$ cat src/rtl/dxr_pkg.sv
package dxr_pkg;
    typedef enum logic [1:0] {
        ST_OFF   = 2'd0,
        ST_OPEN  = 2'd1,
        ST_HELD  = 2'd2,
        ST_CLEAR = 2'd3
    } dxr_state_e;

    typedef struct packed {
        dxr_state_e st;
        logic       en;
        logic       hi_seen;
        logic       done_seen;
    } dxr_regs_t;
endpackage

$ cat src/rtl/dxr_sync.sv
module dxr_sync #(
    parameter int STAGES = 2,
    parameter logic RST_VAL = 1'b1
) (
    input  logic clk,
    input  logic rst_n,
    input  logic din,
    output logic dout
);
    logic [STAGES-1:0] sh_q;

    generate
        if (STAGES == 1) begin : g_one
            always_ff @(posedge clk or negedge rst_n) begin
                if (!rst_n) sh_q <= RST_VAL;
                else        sh_q <= din;
            end
        end else begin : g_chain
            always_ff @(posedge clk or negedge rst_n) begin
                if (!rst_n) sh_q <= {STAGES{RST_VAL}};
                else        sh_q <= {sh_q[STAGES-2:0], din};
            end
        end
    endgenerate

    assign dout = sh_q[STAGES-1];
endmodule

$ cat src/rtl/dxr_clear_timer.sv
module dxr_clear_timer #(
    parameter int MIN_CLEAR = 3
) (
    input  logic clk,
    input  logic rst_n,
    input  logic start,
    output logic ok
);
    localparam int CW = (MIN_CLEAR > 2) ? $clog2(MIN_CLEAR) : 1;
    localparam logic [CW-1:0] LAST = CW'(MIN_CLEAR - 1);

    logic [CW-1:0] cnt_d, cnt_q;

    always_comb begin
        cnt_d = cnt_q;
        if (start)             cnt_d = '0;
        else if (cnt_q < LAST) cnt_d = cnt_q + 1'b1;
    end

    always_ff @(posedge clk or negedge rst_n) begin
        if (!rst_n) cnt_q <= LAST;
        else        cnt_q <= cnt_d;
    end

    assign ok = (cnt_q >= LAST);
endmodule

$ cat src/rtl/dxr_accept_top.sv
module dxr_accept_top
    import dxr_pkg::*;
#(
    parameter int SYNC_STAGES = 2,
    parameter int MIN_CLEAR   = 3
) (
    input  logic clk,
    input  logic rst_n,
    input  logic cfg_we,
    input  logic cfg_enable,
    input  logic mode_level,
    input  logic dreq_n,
    input  logic act_start,
    input  logic cycle_done,
    input  logic xfer_end,
    output logic req_pending,
    output logic accept_en
);
    dxr_regs_t r_d, r_q;
    logic pin_s;
    logic tmr_start, tmr_ok;
    logic hi_now, done_now;

    dxr_sync #(.STAGES(SYNC_STAGES), .RST_VAL(1'b1)) u_sync (
        .clk  (clk),
        .rst_n(rst_n),
        .din  (dreq_n),
        .dout (pin_s)
    );

    dxr_clear_timer #(.MIN_CLEAR(MIN_CLEAR)) u_tmr (
        .clk  (clk),
        .rst_n(rst_n),
        .start(tmr_start),
        .ok   (tmr_ok)
    );

    always_comb begin
        r_d       = r_q;
        tmr_start = 1'b0;
        hi_now    = r_q.hi_seen | pin_s;
        done_now  = r_q.done_seen | cycle_done;
        unique case (r_q.st)
            ST_OFF: begin
            end
            ST_OPEN: begin
                if (!pin_s) r_d.st = ST_HELD;
            end
            ST_HELD: begin
                if (act_start) begin
                    r_d.st        = ST_CLEAR;
                    r_d.hi_seen   = 1'b0;
                    r_d.done_seen = 1'b0;
                    tmr_start     = 1'b1;
                end
            end
            ST_CLEAR: begin
                r_d.hi_seen   = hi_now;
                r_d.done_seen = done_now;
                if (done_now && tmr_ok && (mode_level || hi_now))
                    r_d.st = ST_OPEN;
            end
        endcase
        if (cfg_we) begin
            if (cfg_enable) begin
                if (!r_q.en) r_d.st = ST_OPEN;
                r_d.en = 1'b1;
            end else begin
                r_d.en = 1'b0;
                r_d.st = ST_OFF;
            end
        end
        if (xfer_end) begin
            r_d.en = 1'b0;
            r_d.st = ST_OFF;
        end
    end

    always_ff @(posedge clk or negedge rst_n) begin
        if (!rst_n) begin
            r_q.st        <= ST_OFF;
            r_q.en        <= 1'b0;
            r_q.hi_seen   <= 1'b0;
            r_q.done_seen <= 1'b0;
        end else begin
            r_q <= r_d;
        end
    end

    assign req_pending = (r_q.st == ST_HELD);
    assign accept_en   = (r_q.st == ST_OPEN);
endmodule

$ cat config.mk
export PLATFORM = sky130hd
export DESIGN_NAME = dxr_accept_top
export DESIGN_NICKNAME = d
export VERILOG_FILES = /design/src/rtl/dxr_pkg.sv /design/src/rtl/dxr_sync.sv /design/src/rtl/dxr_clear_timer.sv /design/src/rtl/dxr_accept_top.sv
export SDC_FILE = /design/constraint.sdc
export NUM_CORES = 1
export LEC_CHECK = 0
export ABC_AREA = 0
export ABC_CLOCK_PERIOD_IN_PS = 2100
export CAP_MARGIN = 30
export CORE_AREA = 2 2 39 41
export CTS_CLUSTER_DIAMETER = 150
export DETAILED_ROUTE_END_ITERATION = 8
export DIE_AREA = 0 0 41 43
export GPL_TIMING_DRIVEN = 0
export SLEW_MARGIN = 20
export SYNTH_ARGS = -nofsm -noshare
export SYNTH_HDL_FRONTEND = slang
export SYNTH_HIERARCHICAL = 1
export SYNTH_SLANG_ARGS = --single-unit
$ cat constraint.sdc
create_clock -name clk -period 2.1 [get_ports clk]
set_input_delay 0.315 -clock clk [delete_from_list [all_inputs] [get_ports clk]]
set_output_delay 0.315 -clock clk [all_outputs]
set_load 0.02 [all_outputs]
==> impl_metrics.json, run 1 <==
{
  "cts-buffers-inserted": 3,
  "clockRootBuffer": "clkbuf_4",
  "cts.sinks": 9,
  "cts_tree": "yes",
  "drcViolationCount": 0,
  "netlist_instances": 38,
  "viasPerCell": 4.53,
  "drt-initial-drc-count": 7,
  "place.detailed.hpwl_um": 553,
  "period_needed_ns": 1.85,
  "netlist_area_sq_um": 414,
  "grt_pass1_wl_um": 1170,
  "n_antenna_cell": 0,
  "worst_slew_pin_slew_ns": 0.423,
  "p_leak_nw": 0.240,
  "slew-limit-headroom_pct": 71.7,
  "status": "finished clean",
  "rows": 14,
  "cts-resized-gates": 0,
  "combPwrFrac_pct": 16.2,
  "hold_viol_final": 0,
  "worstPathMaxFanout": 8,
  "grt_pass1_vias": 268,
  "dr.pass1.iters": 4,
  "cp-end-kind": "primary output",
  "skew_ns": 0.00422,
  "start_kind": "flop",
  "grt_usage_pct": 10.6,
  "final_cell_mix": "10 x clkdlybuf4s50_1, 6 x dfrtp_1, 5 x a21oi_1",
  "max_freq_mhz": 540,
  "vias": 308,
  "slew_viol_final": 0,
  "die_x_um": 41,
  "rsz0062_at_grt": "no",
  "power.switching_w": 0.000108,
  "power.internal_w": 0.000298,
  "insertion_delay_ns": 0.26,
  "rrSetupSlack_ns": 0.77,
  "layout-drive-gt1-share_pct": 17.3,
  "avgSynthCellArea_sq_um": 10.9,
  "path_cells": "and2b_1 > clkdlybuf4s50_1",
  "final_cells": 68,
  "dp.cells": 64,
  "die_h_um": 43,
  "hold_buffers": 0,
  "setup_tns_ns": 0,
  "power_density_nw_per_um2": 723,
  "r2r_end": "r_q[4]$_DFF_PN0_",
  "portBuffers": 10,
  "hold_path_class": "in -> async",
  "die_area_sq_um": 1760,
  "clkTransAtPathRegs_ns": 0.07,
  "crit_start": "r_q[4]$_DFF_PN0_",
  "synth.distinct_cells": 20,
  "yosysWarnings": 6,
  "cp.arrival_ns": 1.54,
  "crit_type": "reg -> out",
  "io_pins": 11,
  "htree_levels": 1,
  "seq_power_share_pct": 50.2,
  "synth_compound_area_share_pct": 16.6,
  "synthAdderAreaFrac_pct": 3.02,
  "cp_slowest_cell": "clkdlybuf4s50_1",
  "synth-xor-area-share_pct": 2.11,
  "max_cap_viol_count": 0,
  "timing.final.crit_share_pct": 88.3,
  "power.share.clock_pct": 33.6,
  "nNetsFinal": 63,
  "place.gp.congestion": 0.722,
  "grt-ovfl-total": 0,
  "swShare_pct": 26.6,
  "fillCellCount": 146,
  "grt_max_degree": 10,
  "synth_top_family_by_area": "simple AND/OR/NAND/NOR gates",
  "start_util_pct": 29.9,
  "synth_simple_gate_area_share_pct": 18.7,
  "yosysSeqAreaShare_pct": 55.3,
  "crit_required_ns": 1.78,
  "routed_wl_um": 742,
  "ant_nets": 0,
  "synth_mux_area_share_pct": 2.42,
  "layout_commonest_cell": "clkdlybuf4s50_1",
  "antenna_found_initial": 0,
  "setup_viol": 0,
  "syn-num-nets": 48,
  "ir_worst_vdd_mv": 0.234,
  "ff2ff_path_depth": 6,
  "core_region_area_sq_um": 1380,
  "yosys_register_bits": 9,
  "post_cts_buffers": 0,
  "final_util_pct": 40.6,
  "critPathMaxStageDelay_ns": 0.60,
  "clk_path_buf_depth": 2,
  "area_growth_pct": 35.6,
  "timing.rr.start": "u_tmr/cnt_q[0]$_DFFE_PN0P_",
  "wire_per_inst_um": 10.9
}
## registers in the layout, indices dropped and copies added (netlist names)
name	cells
u_tmr/cnt_q	2
r_q	5
u_sync/sh_q	2
## worst max path at each step
stage                  endpoint  slack, ns  cells after the start
4_1_cts               accept_en       0.22                      2
3_5_place_dp          accept_en       0.52                      2
3_3_place_gp          accept_en       0.52                      2
5_1_grt               accept_en       0.17                      2
6_report              accept_en       0.25                      2
2_1_floorplan  r_q[4]$_DFF_PN0_       0.87                      6
## synthesized netlist by cell type, drive strengths merged
master  count  share of area (%)
nor2b       2                3.0
dfrtp       6                 36
inv         2                1.8
a21oi       5                6.0
and2        1                1.5
o21ai       1                1.2
mux2i       1                2.4
ha          1                3.0
o21bai      1                1.8
dfstp       3                 19
nor2        4                3.6
and2b       1                1.8
a221oi      1                3.6
xor2        1                2.1
or2         1                1.5
a311oi      1                2.1
nand2       3                2.7
nor3b       1                3.0
o211ai      1                1.8
nand2b      1                1.5
## layer usage
metal  track usage [%]  up-vias  routed length [um]
met2              12.5       10                 298
met5                 0        -                   0
met4              10.0        0                   5
li1                  -      159                   -
met1              14.6      137                 386
met3              3.14        2                  52
## metrics by stage
stage	setup slack (ns)	area, sq um	hold slack [ns]	power, W
6_report	0.247	562	0.350	0.000406
5_1_grt	0.169	562	0.363	0.000441
4_1_cts	0.225	562	0.350	0.000415
3_5_place_dp	0.518	534	0.347	0.000273
3_3_place_gp	0.517	534	0.346	0.000271
2_1_floorplan	0.870	414	0.0194	0.000241
## final cells by class
class / instances / area (sq um) / share of cell area, %
well taps: 16 / 20.0 / 3.56
clock buffers: 3 / 22.5 / 4.01
clock inverters: 1 / 5.00 / 0.891
repair buffers: 10 / 100 / 17.8
multi-input cells: 27 / 178 / 31.6
flip-flops and latches: 9 / 229 / 40.8
inverters: 2 / 7.51 / 1.34
## kinds of logic (layout without fill, tap and decap cells)
kind of cell             after synthesis  count (layout)
adder cells (fa/ha/maj)                1               1
AO/OA/AOI/OAI                         10              10
flip-flops                             9               9
buffers and inverters                  2              16
XOR/XNOR                               1               1
multiplexers                           1               1
AND/OR/NAND/NOR                       14              14
## power by group through the flow
stage          clock network (W)  registers, W  logic [W]
6_report                0.000136      0.000204  0.0000657
5_1_grt                 0.000155      0.000208  0.0000781
4_1_cts                 0.000144      0.000204  0.0000666
3_5_place_dp                   0      0.000207  0.0000661
3_3_place_gp                   0      0.000207  0.0000647
2_1_floorplan                  0      0.000205  0.0000361
## worst max-delay path, delay by kind of cell, from the launching register on
family / cells / cell delay (ns)
and+or+nand+nor: 1 / 0.24
DFF: 1 / 0.44
buffers and inverters: 1 / 0.60
Power figures use the tool's default switching activity.
==> inputs of run 2 (changes only) <==
--- a/config.mk
+++ b/config.mk
@@ -18,3 +18,4 @@
 export SYNTH_HDL_FRONTEND = slang
 export SYNTH_HIERARCHICAL = 1
 export SYNTH_SLANG_ARGS = --single-unit
+export TNS_END_PERCENT = 50
==> results of run 2 <==
The final DEF is identical to that of run 1; final timing and power are the same.
